$ cat src/rtl/cos_irq_detector.sv
module cos_irq_detector #(
  parameter int NCH  = 32,
  parameter int NIRQ = 16
) (
  input  logic           clk,
  input  logic           rst_n,
  input  logic [31:0]    din,
  input  logic           bus_sel,
  input  logic           bus_wr,
  input  logic [2:0]     bus_addr,
  input  logic [31:0]    bus_wdata,
  output logic [31:0]    bus_rdata,
  output logic           irq
);
  localparam int PAD = 32 - NIRQ;
  localparam int IPAD = 32 - NCH;

  logic [NCH-1:0]  s1, s2, prev;
  logic [NIRQ-1:0] m_hi, m_lo, status;
  logic            en, and_mode, armed;

  wire [NIRQ-1:0] cur    = s2[NIRQ-1:0];
  wire [NIRQ-1:0] old    = prev[NIRQ-1:0];
  wire [NIRQ-1:0] sel_ch = m_hi | m_lo;
  wire [NIRQ-1:0] edge_hit = (cur & ~old & m_hi) | (~cur & old & m_lo);
  wire [NIRQ-1:0] lvl_ok   = (m_hi & cur) | (m_lo & ~m_hi & ~cur);
  wire all_met    = (|sel_ch) && ((lvl_ok | ~sel_ch) == {NIRQ{1'b1}});
  wire lvl_change = |((cur ^ old) & sel_ch);
  wire and_fire   = en && and_mode && armed && all_met;
  wire [NIRQ-1:0] new_bits = !en ? '0 :
                             and_mode ? (and_fire ? sel_ch : '0) : edge_hit;

  wire rd   = bus_sel && !bus_wr;
  wire wr   = bus_sel && bus_wr;
  wire rd_st = rd && bus_addr == 3'd4;

  assign irq = en && (|status);

  always_ff @(posedge clk) begin
    if (!rst_n) begin
      s1 <= '0; s2 <= '0; prev <= '0;
    end else begin
      s1   <= din[NCH-1:0];
      s2   <= s1;
      prev <= s2;
    end
  end

  always_ff @(posedge clk) begin
    if (!rst_n) begin
      m_hi <= '0; m_lo <= '0; en <= 1'b0; and_mode <= 1'b0;
    end else if (wr) begin
      case (bus_addr)
        3'd1: m_hi <= bus_wdata[NIRQ-1:0];
        3'd2: m_lo <= bus_wdata[NIRQ-1:0];
        3'd3: begin en <= bus_wdata[0]; and_mode <= bus_wdata[1]; end
        default: ;
      endcase
    end
  end

  always_ff @(posedge clk) begin
    if (!rst_n) begin
      status <= '0;
      armed  <= 1'b1;
    end else begin
      status <= (rd_st ? '0 : status) | new_bits;
      if (and_fire)        armed <= 1'b0;
      else if (lvl_change) armed <= 1'b1;
    end
  end

  always_ff @(posedge clk) begin
    if (!rst_n) bus_rdata <= '0;
    else if (rd) begin
      case (bus_addr)
        3'd0:    bus_rdata <= {{IPAD{1'b0}}, s2};
        3'd1:    bus_rdata <= {{PAD{1'b0}}, m_hi};
        3'd2:    bus_rdata <= {{PAD{1'b0}}, m_lo};
        3'd3:    bus_rdata <= {30'd0, and_mode, en};
        3'd4:    bus_rdata <= {{PAD{1'b0}}, status};
        default: bus_rdata <= '0;
      endcase
    end
  end
endmodule

$ cat config.mk
export PLATFORM = sky130hd
export DESIGN_NAME = cos_irq_detector
export DESIGN_NICKNAME = d
export VERILOG_FILES = /design/src/rtl/cos_irq_detector.sv
export SDC_FILE = /design/constraint.sdc
export NUM_CORES = 1
export LEC_CHECK = 0
export BUFFER_PORTS_ARGS = -buffer_cell sky130_fd_sc_hd__buf_2
export CAP_MARGIN = 20
export CORE_MARGIN = 3
export CORE_UTILIZATION = 57
export DETAILED_ROUTE_END_ITERATION = 6
export PLACE_DENSITY = 0.8
export SLEW_MARGIN = 20
export SYNTH_ARGS = -nofsm -noshare
export SYNTH_HDL_FRONTEND = slang
export SYNTH_SLANG_ARGS = --single-unit
$ cat constraint.sdc
create_clock -name clk -period 2.1 [get_ports clk]
set_clock_uncertainty 0.15 [all_clocks]
set_input_delay 0 -clock clk [delete_from_list [all_inputs] [get_ports clk]]
set_output_delay 0 -clock clk [all_outputs]
set_load 0.1 [all_outputs]
==> Implementation_results.wiki, run 1 <==
{| class="wikitable"
! Metric !! Value
|-
| Number of remaining DRC errors || 0
|-
| Post-Syn Nets || ~850
|-
| Total iterations of the first detailed-routing run || 7
|-
| Via count of the routed design || around 6000
|-
| Clock tree from TritonCTS || built
|-
| Async SR Flop Fraction || 0%
|-
| Floorplan row count || 39
|-
| Aggregate negative setup slack || 0 ns
|-
| IR Drop Worst-Case VDD || approximately 0.00084 V
|-
| Maximum number of pins on one net before global-route repair || 149
|-
| Post-cts sizing count || 0
|-
| Final setup viols || 0
|-
| Maximum clock rate || 0.511 GHz
|-
| CP Capture Type || flip-flop
|-
| Library cells used by synthesis || 41
|-
| Starting density of the core || around three fifths
|-
| Ratio of total power to cell area || around 770 nW/µm²
|-
| Io pins || between 100 and 150
|-
| Count of final max-slew check failures || 0
|-
| Cell area after layout || about 8800 µm²
|-
| Worst path arrival time || 2.12 ns
|-
| Setup repair after global routing missed its margin || false
|-
| Number of maximum-capacitance violations || 0
|-
| Area overhead of the layout relative to synthesis || 26.8%
|-
| Worst stage delay on the critical path || between 0.4 and 0.5 ns
|-
| Post-detail-place hpwl || 13200 µm
|-
| Clock Latency Late Sink || 0.43 ns
|-
| R2r setup slk || 0.14 ns
|-
| Via count of the first global-routing pass || approximately 5800
|-
| Diode count || 0
|-
| Synthesized cell area || between 6000 and 7000 µm²
|-
| Part of the total power dissipated in the clock network || 45.3%
|-
| First-pass GRT wire length || between 30000 and 40000 µm
|-
| Time the worst path needs with I/O delays and setup || 1.96 ns
|-
| Via density per instance || roughly 5.7
|-
| Final Core Density || 75.4%
|-
| Total congestion overflow after global routing || 0
|-
| RePlAce Congestion || 0.911
|-
| Gate family responsible for the most delay along the worst path || simple AND/OR/NAND/NOR gates
|-
| Die Footprint || ~13000 µm²
|-
| CTS sink count || around 160
|-
| Filler cell count || approximately 780
|-
| Number of buffers added on ports || between 80 and 90
|-
| Share of final-layout standard cells stronger than drive strength 1 || a little under 20%
|-
| Least setup slack across all paths after layout || about 0.14 ns
|-
| Post-placement cell area || roughly 7700 µm²
|-
| Main synth FF type || dfxtp_1
|-
| CTS Root Buffer Type || clkbuf_16
|-
| Seq/Total Area, Yosys || between 40% and 50%
|-
| Number of warning messages in the yosys log || 0
|-
| Die W || 116 µm
|-
| Placeable core area || 11600 µm²
|-
| Cell-internal power || around 5.2 mW
|-
| Switching share of power || between 20% and 30%
|-
| Required time reported for the critical path endpoint || between 2 and 2.5 ns
|-
| Starting DRC count in detailed routing || 640
|-
| Crit path max fanout || 17
|-
| Hold/Removal Path Class || input pin to flip-flop
|-
| Hold Vio Cnt, Final || 0
|-
| Number of standard cells after synthesis || roughly 750
|-
| Synthesized flop and latch total || about 160
|-
| Pleak || approximately 3.5 nW
|-
| Final worst-path cycle share || between 90% and 100%
|-
| Per-cell routed wire length || 18.5 µm
|-
| Antenna violations before repair || 0
|-
| Count of flip-flops with a built-in enable after synthesis || 0
|-
| Clock-pin slew on the worst setup and hold paths || approximately 0.07 ns
|-
| Total GRT Usage || approximately 30%
|-
| Fin Hold WS || 0.00695 ns
|-
| Maximum buffer depth of the clock tree || 2
|-
| Cell Chain, Critical Path || nor4_1 -> nand4_1 -> or3_1 -> nand4_4 -> buf_12 -> o21ai_0
|-
| # nets final || around 1000
|-
| Number of nets with antenna violations after routing || 0
|-
| Net load switching power || 1.59 mW
|-
| H-tree depth || 4
|-
| Worst setup timing slack at the placement stage || ~0.022 ns
|-
| Overall routed net length || 19500 µm
|-
| Worst Tran Pin Value || roughly 0.52 ns
|-
| Max-Slew Margin vs Limit || between 60% and 70%
|-
| Post-Syn Area per Cell || 9.27 µm²
|-
| Setup crit start kind || flip-flop
|-
| Cell type of the slowest stage on the worst timing path || nor4_1
|-
| CTS buffer count || 17
|-
| Combinational Power Share || 7.1%
|-
| Run status || complete, no violations
|-
| Chip height || between 100 and 150 µm
|-
| Buffering stage count on the worst path with inverters included || 1
|-
| Class of the most critical setup path || flip-flop to flip-flop
|-
| Reg power frac || around 48%
|}
==> final timing paths <==
path,end,from,cells past startpoint
max,status[5],m_hi[15],6
min,bus_rdata[9],rst_n,3
max reg2reg,status[5],m_hi[15],6
min reg2reg,s2[2],s1[2],1
==> cell usage in the layout (no fill, tap or decap), types with 2 or more instances in the layout <==
cell             n
nand4_1          6
buf_12           2
o211ai_1         2
inv_1           34
a22oi_1         48
clkinvlp_4       5
dlygate4sd3_1   48
nand2_1         85
o21ai_0         26
nand3_1          2
nor3_1          18
buf_4           41
o22ai_1          7
dfxtp_1        163
and2b_1          3
o21ai_2          9
clkinv_2         2
nor2_1          21
a21oi_1         16
nor2b_1         38
bufinv_16        2
inv_6            3
clkbuf_16       17
buf_2           87
a22o_1           2
nand3b_1        16
a2bb2oi_1       14
mux2i_1         20
nor4_1           8
a2111oi_0        2
and2_1          82
nor4_2           2
ha_1            32
a21boi_0        34
==> per-layer routing <==
layer  vias to the layer above  routed length (µm)  global-route usage (%)  part of all wire (%)
met1                      2825                8110                    39.6                    42
met3                        38                1730                    7.56                   8.9
li1                       2859                   -                       -                     -
met5                         -                   0                       0                     0
met2                       269                9190                    47.6                    47
met4                         0                 493                    10.2                   2.5
==> cell type report <==
type	count	area, µm²	area share, %
repair buffers	178	1260	14.4
multi-input cells	505	3340	38.1
well taps	143	179	2.04
flip-flops and latches	163	3260	37.2
inverters	35	131	1.50
clock buffers	18	429	4.90
clock inverters	14	154	1.76
==> cells in the mapped netlist (2+ instances only) <==
cell type | n | area [µm²]
a2111oi_0 | 2 | 17.5
a21boi_0 | 34 | 255
a21oi_1 | 16 | 80.1
a22o_1 | 2 | 17.5
a22oi_1 | 48 | 360
a2bb2oi_1 | 14 | 123
and2_1 | 82 | 513
and2b_1 | 3 | 22.5
buf_2 | 12 | 60.1
clkbuf_1 | 29 | 109
dfxtp_1 | 163 | 3260
ha_1 | 32 | 400
inv_1 | 34 | 128
mux2i_1 | 20 | 200
nand2_1 | 85 | 319
nand3_1 | 2 | 10.0
nand3b_1 | 16 | 120
nand4_1 | 6 | 37.5
nor2_1 | 21 | 78.8
nor2b_1 | 38 | 238
nor3_1 | 18 | 90.1
nor4_1 | 8 | 50.1
nor4_2 | 2 | 25.0
o211ai_1 | 2 | 15.0
o21ai_0 | 26 | 130
o21ai_2 | 9 | 78.8
o22ai_1 | 7 | 43.8
==> registers in the layout (all words and copies together) (netlist names) <==
signal / cells
armed: 1
m_hi: 16
bus_rdata: 32
s2: 32
prev: 16
m_lo: 16
and_mode: 1
status: 16
s1: 32
en: 1
==> power by group through the flow <==
stage | Combinational (mW) | Clock, mW | Sequential, mW
6_report | 0.482 | 3.06 | 3.22
2_1_floorplan | 0.227 | 0 | 3.29
3_3_place_gp | 0.388 | 0 | 3.28
5_1_grt | 0.521 | 3.22 | 3.22
4_1_cts | 0.473 | 3.09 | 3.21
3_5_place_dp | 0.402 | 0 | 3.28
==> kinds of logic after synthesis <==
kind of cell,count (synthesis),synth area share (%)
simple gates,288,22.7
mux,20,2.90
buf+inv,77,4.51
flops,163,47.2
fa+ha+maj,32,5.79
compound gates,165,16.8
==> what timing repair did <==
action | 4_1_cts | 5_1_grt
buffers inserted | 0 | 1
setup endpoints to repair | 0 | 17
hold buffers | 48 | 0
hold endpoints to repair | 66 | 0
==> worst reg2reg max path: stages, from the launching register on <==
cell and delay [ns]:
dfxtp_1 0.37, nor4_1 0.45, nand4_1 0.14, or3_1 0.38, nand4_4 0.11, buf_12 0.16
o21ai_0 0.09
==> through the flow <==
step | std cells | power (mW)
floorplan | 745 | 3.51
global placement | 975 | 3.66
detailed placement | 975 | 3.68
CTS | 1055 | 6.77
global route | 1056 | 6.96
finish | 1056 | 6.76
(Power assumes the default switching activity.)
==> run 2: changes to the inputs <==
--- a/config.mk
+++ b/config.mk
@@ -5,6 +5,7 @@
 export SDC_FILE = /design/constraint.sdc
 export NUM_CORES = 1
 export LEC_CHECK = 0
+export ABC_AREA = 1
 export BUFFER_PORTS_ARGS = -buffer_cell sky130_fd_sc_hd__buf_2
 export CAP_MARGIN = 20
 export CORE_MARGIN = 3
==> Implementation_results.wiki, run 2 <==
{| class="wikitable"
! Metric !! Value
|-
| Mux cell area share after synthesis || 0% (was 2.90%)
|-
| CTS sink count || 163 (unchanged)
|-
| Number of maximum-capacitance violations || 0 (unchanged)
|-
| Dominant combinational cell family by area after synthesis || simple AND/OR/NAND/NOR gates (unchanged)
|-
| Registers with the most flip-flops || bus_rdata x32, s1 x32, s2 x32 (unchanged)
|-
| Ratio of total power to cell area || 790 nW/µm² (was 771 nW/µm²)
|-
| Number of warning messages in the yosys log || 0 (unchanged)
|-
| Most frequent standard cell in the layout excluding fill and tap cells || nand2_1 (was dfxtp_1)
|-
| Aggregate negative setup slack || 0 ns (unchanged)
|-
| WHS Endpoint || and_mode (was bus_rdata[9])
|-
| Final worst-path cycle share || 95.5% (was 93.2%)
|-
| Async SR Flop Fraction || 0% (unchanged)
|-
| Synth Area in XOR/XNOR || 0% (unchanged)
|-
| Total congestion overflow after global routing || 0 (unchanged)
|-
| Clock Latency Late Sink || 0.43 ns (about the same)
|-
| Fin Hold WS || 0.0250 ns (was 0.00695 ns)
|-
| Most used standard cell by instance count after synthesis || nand2_1 (was dfxtp_1)
|-
| Simple logic cell fraction of the synthesized area || 25.6% (was 22.7%)
|-
| RePlAce Congestion || 0.965 (was 0.911)
|-
| Total Power || 7.19 mW (was 6.76 mW)
|-
| Via count of the routed design || 6665 (was 5991)
|-
| Pleak || 4.33 nW (was 3.48 nW)
|-
| CTS buffer count || 17 (unchanged)
|-
| CP Capture Type || flip-flop (unchanged)
|-
| Total GRT Usage || 27.0% (was 29.8%)
|-
| Floorplan row count || 40 (was 39)
|-
| Number of standard cells after synthesis || 997 (was 745)
|-
| Antenna violations before repair || 0 (unchanged)
|-
| Count of flip-flops with a built-in enable after synthesis || 0 (unchanged)
|-
| Depth of the most critical reg-to-reg path || 13 (was 6)
|-
| Crit path max fanout || 20 (was 17)
|-
| Maximum buffer depth of the clock tree || 2 (unchanged)
|-
| Clock-pin slew on the worst setup and hold paths || 0.06 ns (was 0.07 ns)
|-
| Starting density of the core || 59.2% (was 59.5%)
|-
| Setup crit start kind || input pin (was flip-flop)
|-
| Class of the most critical setup path || input pin to flip-flop (was flip-flop to flip-flop)
|-
| Number of nets with antenna violations after routing || 0 (unchanged)
|-
| Total iterations of the first detailed-routing run || 5 (was 7)
|-
| Die W || 118 µm (was 116 µm)
|-
| Via count of the first global-routing pass || 6481 (was 5842)
|-
| Post-Syn Area per Cell || 7.22 µm² (was 9.27 µm²)
|-
| Run status || complete, no violations (unchanged)
|-
| Commonest cells post-synth || nand2_1 (328), dfxtp_1 (163), inv_1 (142), a21oi_1 (76), o21ai_0 (50) (was dfxtp_1 (163), nand2_1 (85), and2_1 (82), a22oi_1 (48), nor2b_1 (38))
|-
| Overall routed net length || 18500 µm (was 19500 µm)
|-
| Per-cell routed wire length || 14.0 µm (was 18.5 µm)
|-
| Hold Vio Cnt, Final || 0 (unchanged)
|-
| Cell area after layout || 9100 µm² (was 8760 µm²)
|-
| Count of final max-slew check failures || 0 (unchanged)
|-
| Hold/Removal Path Class || input pin to flip-flop (unchanged)
|-
| Synthesized-area fraction occupied by ao, oa, aoi and oai cells || 11.9% (was 16.8%)
|-
| Seq/Total Area, Yosys || 45.3% (was 47.2%)
|-
| Stages on the worst setup path || 9 (was 6)
|-
| Time the worst path needs with I/O delays and setup || 2.01 ns (was 1.96 ns)
|-
| # nets final || 1248 (was 1003)
|-
| Buffering stage count on the worst path with inverters included || 5 (was 1)
|-
| Via density per instance || 5.03 (was 5.67)
|-
| Critical register-to-register path startpoint || m_hi[0] (was m_hi[15])
|-
| First-pass GRT wire length || 30600 µm (was 30300 µm)
|-
| Share of final-layout standard cells stronger than drive strength 1 || 17.0% (was 19.4%)
|-
| Final cell count without fillers || 1326 (was 1056)
|-
| R2r setup slk || 0.18 ns (was 0.14 ns)
|-
| Cell taking the most area after synthesis || dfxtp_1 (unchanged)
|-
| Cell Chain, Critical Path || dlygate4sd3_1 -> buf_2 -> nor3_2 -> buf_4 -> nand2_1 -> buf_4 -> o21ai_1 -> dlygate4sd3_1 -> a21oi_1 (was nor4_1 -> nand4_1 -> or3_1 -> nand4_4 -> buf_12 -> o21ai_0)
|-
| Max-Slew Margin vs Limit || 63.3% (was 65.1%)
|-
| Clock tree from TritonCTS || built (unchanged)
|-
| Maximum clock rate || 0.499 GHz (was 0.511 GHz)
|-
| Worst stage delay on the critical path || 0.55 ns (was 0.45 ns)
|-
| Chip height || 118 µm (was 116 µm)
|-
| Setup repair after global routing missed its margin || false (unchanged)
|-
| Maximum number of pins on one net before global-route repair || 60 (was 149)
|-
| Gate family responsible for the most delay along the worst path || buffers and inverters (was simple AND/OR/NAND/NOR gates)
|-
| Starting DRC count in detailed routing || 578 (was 640)
|-
| Worst Tran Pin Value || 0.545 ns (was 0.522 ns)
|-
| Hold Path Stages || 6 (was 3)
|-
| Hold Path Origin || bus_addr[2] (was rst_n)
|-
| Die Footprint || 14000 µm² (was 13500 µm²)
|-
| Worst path arrival time || 2.16 ns (was 2.12 ns)
|-
| Synthesized flop and latch total || 163 (unchanged)
|-
| Required time reported for the critical path endpoint || 2.26 ns (about the same)
|-
| Most frequent cells in the layout || nand2_1 (328), dfxtp_1 (163), inv_1 (142) (was dfxtp_1 (163), buf_2 (87), nand2_1 (85))
|-
| Post-cts sizing count || 0 (unchanged)
|-
| Post-Syn Nets || 1100 (was 848)
|-
| Area overhead of the layout relative to synthesis || 26.4% (was 26.8%)
|-
| CTS Root Buffer Type || clkbuf_16 (unchanged)
|-
| Io pins || 104 (unchanged)
|-
| Number of buffers added on ports || 87 (unchanged)
|-
| Placeable core area || 12200 µm² (was 11600 µm²)
|-
| Number of remaining DRC errors || 0 (unchanged)
|-
| IR Drop Worst-Case VDD || 0.000678 V (was 0.000841 V)
|-
| Synthesized cell area || 7200 µm² (was 6910 µm²)
|-
| Library cells used by synthesis || 32 (was 41)
|-
| Synth area leaders || dfxtp_1 (45%), nand2_1 (17%), inv_1 (7.4%), ha_1 (5.6%), a21oi_1 (5.3%) (was dfxtp_1 (47%), and2_1 (7.4%), ha_1 (5.8%), a22oi_1 (5.2%), nand2_1 (4.6%))
|-
| Final setup viols || 0 (unchanged)
|-
| Post-detail-place hpwl || 11600 µm (was 13200 µm)
|-
| Placed Cells || 1231 (was 975)
|-
| R2r endpoint || status[15] (was status[5])
|-
| Diode count || 0 (unchanged)
|-
| Post-synth top area share || 45.3% (was 47.2%)
|-
| H-tree depth || 4 (unchanged)
|-
| Post-placement cell area || 7860 µm² (was 7680 µm²)
|-
| Cell type of the slowest stage on the worst timing path || dlygate4sd3_1 (was nor4_1)
|-
| Fraction of the mapped netlist area in adder cells || 5.56% (was 5.80%)
|-
| Main synth FF type || dfxtp_1 (unchanged)
|}
## run 2: changes by cell type after synthesis, sizes merged, moves of 20 or more
cell    before  now
a21boi      35    0
a22oi       48    0
inv         35  164
nand3        2   43
and2        82    0
mux2i       20    0
nor2b       38    0
nand2       86  330
o21ai       35   57
a21oi       16   85
## run 2: logic make-up after synthesis
kind of cell	count (synthesis)
AND/OR/NAND/NOR	431
buffers and inverters	211
flip-flops	163
AO/OA/AOI/OAI	160
adder cells (fa/ha/maj)	32
## run 2: repair_timing
item                                    CTS  global route
endpoints found under the setup margin    0             4
endpoints found under the hold margin    97             0
setup buffers                             0             3
hold buffers                             60             0
## run 2: final cells by class
| type | count | area (µm²) |
|---|---|---|
| timing repair buffer | 172 | 1260 |
| clock inverter | 13 | 174 |
| tap | 168 | 210 |
| multi-input combinational | 623 | 3130 |
| clock buffer | 19 | 433 |
| fill | 927 | 3060 |
| sequential | 163 | 3260 |
| inverter | 168 | 631 |
## run 2: how the worst max path moves through the flow
stage / startpoint / end
finish: bus_addr[1] / m_hi[2]
global route: m_hi[0] / status[15]
CTS: en / irq
detailed placement: m_hi[10] / status[2]
global placement: m_hi[10] / status[2]
floorplan: en / irq
## run 2: power breakdown
part	internal [mW]	switching, mW	leakage (nW)	total (mW)
registers	3.19	0.0641	1.33	3.26
clock network	1.89	1.30	0.291	3.19
logic	0.263	0.483	2.71	0.747
total	5.35	1.85	4.33	7.19
## run 2: routing by layer
| metal | track usage, % | up-vias | wire length, µm | share of wire, % |
|---|---|---|---|---|
| met2 | 45.9 | 261 | 8710 | 47 |
| met4 | 10.4 | 0 | 556 | 3.0 |
| met5 | 0 | - | 0 | 0 |
| met3 | 6.99 | 50 | 1420 | 7.7 |
| met1 | 32.7 | 2954 | 7820 | 42 |
| li1 | - | 3400 | - | - |
## run 2: metrics by stage
stage | setup slack [ns] | util (%)
2_1_floorplan | 0.291 | -
3_3_place_gp | 0.318 | 64.6
3_5_place_dp | 0.278 | 64.6
4_1_cts | 0.112 | 74.6
5_1_grt | 0.00462 | 74.8
6_report | 0.0941 | 74.8
## run 2: worst register-to-register path, cell delays in order, from the launching register on
cell and delay, ns:
dfxtp_1 0.41, inv_2 0.08, nand3_1 0.07, nand2_1 0.05, clkinv_1 0.04, nand2_1 0.04
nor2_1 0.21, nand2_2 0.14, nor2_8 0.20, buf_12 0.16, nand3_1 0.08, nand2_1 0.07
nand2_1 0.06, a21oi_1 0.11
